$ cat config.mk
export PLATFORM = sky130hd
export DESIGN_NAME = tsig_pipe_ctrl
export DESIGN_NICKNAME = d
export VERILOG_FILES = /design/src/rtl/tsp_pkg.sv /design/src/rtl/tsp_stage.sv /design/src/rtl/tsp_occupancy.sv /design/src/rtl/tsig_pipe_ctrl.sv
export SDC_FILE = /design/constraint.sdc
export NUM_CORES = 1
export LEC_CHECK = 0
export ABC_AREA = 1
export BUFFER_PORTS_ARGS = -buffer_cell sky130_fd_sc_hd__buf_2
export CAP_MARGIN = 30
export CORE_AREA = 2 2 39 41
export CTS_CLUSTER_SIZE = 24
export DETAILED_ROUTE_END_ITERATION = 16
export DIE_AREA = 0 0 41 43
export GPL_ROUTABILITY_DRIVEN = 0
export PLACE_DENSITY_LB_ADDON = 0.3
export SKIP_CTS_REPAIR_TIMING = 1
export SYNTH_ARGS = -nofsm -noshare
export SYNTH_HDL_FRONTEND = slang
export SYNTH_HIERARCHICAL = 1
export SYNTH_SLANG_ARGS = --single-unit
$ cat constraint.sdc
create_clock -name clk -period 1.1 [get_ports clk]
set_clock_uncertainty 0.15 [all_clocks]
set_input_delay 0.165 -clock clk [delete_from_list [all_inputs] [get_ports clk]]
set_output_delay 0.165 -clock clk [all_outputs]
set_load 0.02 [all_outputs]
$ cat src/rtl/tsp_pkg.sv
package tsp_pkg;

  // Clocked Muller C-element: follow the inputs when they agree, else hold.
  function automatic logic celem_next(input logic in_a, input logic in_b,
                                      input logic cur);
    return (in_a == in_b) ? in_a : cur;
  endfunction

  // A stage holds a token while its state and its downstream acknowledge differ.
  function automatic logic token_held(input logic st, input logic ack_level);
    return st ^ ack_level;
  endfunction

endpackage

$ cat src/rtl/tsp_stage.sv
module tsp_stage #(
  parameter bit INIT_LEVEL = 1'b0
) (
  input  logic clk,
  input  logic rst_n,
  input  logic req_i,
  input  logic ack_i,
  output logic state_o,
  output logic fire_o
);
  import tsp_pkg::*;

  logic st_q;
  logic st_nxt;

  always_comb begin
    st_nxt = celem_next(req_i, ~ack_i, st_q);
    fire_o = (st_nxt != st_q);
  end

  always_ff @(posedge clk or negedge rst_n) begin
    if (!rst_n) st_q <= INIT_LEVEL;
    else        st_q <= st_nxt;
  end

  assign state_o = st_q;
endmodule

$ cat src/rtl/tsp_occupancy.sv
module tsp_occupancy #(
  parameter int N_STAGES = 4
) (
  input  logic [N_STAGES-1:0] st,
  input  logic [N_STAGES-1:0] ack_lvl,
  output logic [N_STAGES-1:0] occ,
  output logic                empty,
  output logic                full
);
  import tsp_pkg::*;

  for (genvar i = 0; i < N_STAGES; i++) begin : g_occ
    assign occ[i] = token_held(st[i], ack_lvl[i]);
  end

  assign empty = ~|occ;
  assign full  = &occ;
endmodule

$ cat src/rtl/tsig_pipe_ctrl.sv
module tsig_pipe_ctrl #(
  parameter int N_STAGES   = 4,
  parameter bit INIT_LEVEL = 1'b0
) (
  input  logic                clk,
  input  logic                rst_n,
  input  logic                up_req,
  output logic                up_ack,
  output logic                dn_req,
  input  logic                dn_ack,
  output logic [N_STAGES-1:0] cap_en,
  output logic [N_STAGES-1:0] occ,
  output logic                empty,
  output logic                full
);
  localparam int LAST = N_STAGES - 1;

  // Named internal events, brought out for the checker.
  logic [N_STAGES-1:0] st_q;    // C-element outputs
  logic [N_STAGES-1:0] req_w;   // request input of each stage
  logic [N_STAGES-1:0] ack_w;   // downstream acknowledge level of each stage
  logic [N_STAGES-1:0] ackn_w;  // inverted acknowledge: second C-element input

  for (genvar i = 0; i < N_STAGES; i++) begin : g_stage
    if (i == 0) begin : g_head
      assign req_w[i] = up_req;
    end else begin : g_body
      assign req_w[i] = st_q[i-1];
    end

    if (i == LAST) begin : g_tail
      assign ack_w[i] = dn_ack;
    end else begin : g_link
      assign ack_w[i] = st_q[i+1];
    end

    assign ackn_w[i] = ~ack_w[i];

    tsp_stage #(.INIT_LEVEL(INIT_LEVEL)) u_stage (
      .clk    (clk),
      .rst_n  (rst_n),
      .req_i  (req_w[i]),
      .ack_i  (ack_w[i]),
      .state_o(st_q[i]),
      .fire_o (cap_en[i])
    );
  end

  tsp_occupancy #(.N_STAGES(N_STAGES)) u_occ (
    .st     (st_q),
    .ack_lvl(ack_w),
    .occ    (occ),
    .empty  (empty),
    .full   (full)
  );

  assign up_ack = st_q[0];
  assign dn_req = st_q[LAST];
endmodule

==> flow_metrics.tcl <==
set metrics [dict create \
    grt_max_degree 14 \
    mostFrequentLayoutCells "buf_4 (17), nand2_1 (16), nand2_2 (16)" \
    setup_viol 15 \
    hold_class "input pin to flop" \
    layout.nets 119 \
    synth_compound_area_share_pct 5.10 \
    start_kind "flop" \
    diodes 0 \
    maxSlewHeadroom_pct 88.9 \
    p_leak_nw 0.467 \
    r2r-end "g_stage[2].u_stage/state_o$_DFF_PN0_" \
    violations "setup timing" \
    synth_top_family_by_area "simple AND/OR/NAND/NOR gates" \
    grt_pass1_wl_um 1410 \
    overflow 0 \
    final_area_um2 848 \
    r2r_slack_ns -0.07 \
    grt_pass1_vias 401 \
    cts-buffers-inserted 3 \
    drt-met1-wl_um 471 \
    reg2regPathDepth 5 \
    io_pins 16 \
    dp.cells 116 \
    min_period_over_period_pct 138 \
    synthCells 74 \
    status "complete, but fails checks" \
    rows 14 \
    cts-root-buf "clkbuf_4" \
    clock_sinks 4 \
    drv_slew 0 \
    path_clk_slew_ns 0.04 \
    die_area_mm2 0.00176 \
    fp.coreArea_mm2 0.00138 \
    top_layer_used "met3" \
    routed_wl_um 1250 \
    rsz0062_at_grt "yes" \
    synth.area.top_cells "nand2_1 (32%), dfrtp_1 (25%), inv_1 (7.6%)" \
    port_buffers 15 \
    avgSynthCellArea_um2 5.31 \
    insertion_delay_ns 0.23 \
    wl_per_cell_um 9.71 \
    firstDrtPassIters 3 \
    cts_tree "yes" \
    finalHoldViolCount 0 \
    ant_nets 0 \
    final_common_cell "buf_4" \
    grt_util_all_layers_pct 11.6 \
    detailed_place_hpwl_um 706 \
    drc_errors 0 \
    synth_area_leader_cell "nand2_1" \
    crit_fanout 6 \
    clk_path_buf_depth 2 \
    layout-drive-gt1-share_pct 72.6 \
    max_freq_mhz 657 \
    cap_violations 0 \
    synth-adder-area-share_pct 0 \
    end_kind "output port" \
    htree_levels 1 \
    pwr_density_cell_mw_per_mm2 3680 \
    num_vias 571 \
    synth_seq_cells 4 \
    start_util_pct 28.4 \
    yosysTopAreaCellShare_pct 32.5 \
    syn_area_um2 393 \
    stdcell_count 129 \
    final_util_pct 61.3 \
    wl_met3_um 43 \
    wl_met2_um 738 \
    worstSetupStartpoint "g_stage[2].u_stage/state_o$_DFF_PN0_" \
    layout_setup_ws_ns -0.422 \
    final.setup.tns_ns -4.07 \
    worst_pin_slew_ns 0.166 \
    drtIter0Drc 2 \
    peakVddDrop_v 0.00158 \
    synth.area.mux_share_pct 0 \
    critical_path_arrival_ns 1.21 \
    power_mw 3.12 \
    via_per_inst 4.43 \
    fp.dieW_um 41 \
    crit_type "flop to output port" \
    synth-simple-area-share_pct 54.1 \
    largest_reg_flops 4 \
    required_ns 0.78 \
    yosysSeqAreaShare_pct 25.5 \
    synthDistinctLibCells 9 \
    antenna_found_initial 0 \
    placed_cell_area_um2 611 \
    place_ws_ns -0.216 \
    die_h_um 43 \
    synth_xor_area_share_pct 0 \
    syn-num-nets 78 \
    area_growth_syn_to_layout_pct 116 \
    yosysWarnings 6 \
    hold_ws_ns 0.0594 \
    r2r-start "g_stage[3].u_stage/state_o$_DFF_PN0_" \
    crit_end "empty" \
    fin_crit_ns 1.52 \
]
-- worst max-delay path: stages (launching register included) --
cell	delay, ns
dfrtp_2	0.45
inv_2	0.10
nand2_1	0.07
nand2_2	0.07
nand2_2	0.07
nor2_4	0.11
buf_6	0.12
-- cell families after synthesis --
| kind of cell | count (synthesis) |
|---|---|
| AND/OR/NAND/NOR | 50 |
| flip-flops | 4 |
| AO/OA/AOI/OAI | 4 |
| buffers and inverters | 16 |
-- layout make-up --
type | instances | area [µm²]
Timing Repair Buffer | 36 | 309
Fill cell | 135 | 536
Inverter | 16 | 60.1
Sequential cell | 4 | 105
Tap cell | 16 | 20.0
Clock buffer | 3 | 22.5
Multi-Input combinational cell | 54 | 332
-- worst min-delay path by stage --
stage	startpoint	endpoint	slack (ns)	depth (start not counted)
global placement	rst_n	g_stage[0].u_stage/state_o$_DFF_PN0_	-0.18	1
detailed placement	rst_n	g_stage[0].u_stage/state_o$_DFF_PN0_	-0.18	1
global route	up_req	g_stage[0].u_stage/state_o$_DFF_PN0_	0.07	3
finish	up_req	g_stage[0].u_stage/state_o$_DFF_PN0_	0.06	3
CTS	rst_n	g_stage[0].u_stage/state_o$_DFF_PN0_	-0.42	1
floorplan	rst_n	g_stage[0].u_stage/state_o$_DFF_PN0_	-0.28	0
-- power by group --
| part | total (mW) | internal [mW] | leakage [nW] | switching (mW) |
|---|---|---|---|---|
| registers | 0.405 | 0.238 | 0.0431 | 0.167 |
| logic | 2.54 | 1.23 | 0.410 | 1.32 |
| clock network | 0.174 | 0.122 | 0.0138 | 0.0522 |
| total | 3.12 | 1.59 | 0.467 | 1.53 |
-- cell usage after synthesis, drive strengths merged --
cell	instances
dfrtp	4
nand3	4
a21oi	4
nand2	36
nand3b	4
nor2	6
inv	16
-- per-layer routing --
metal / vias to the layer above / track usage (%)
li1: 299 / -
met5: - / 0
met2: 12 / 20.0
met3: 0 / 3.14
met1: 260 / 11.7
met4: 0 / 6.00
Power figures use the tool's default switching activity.
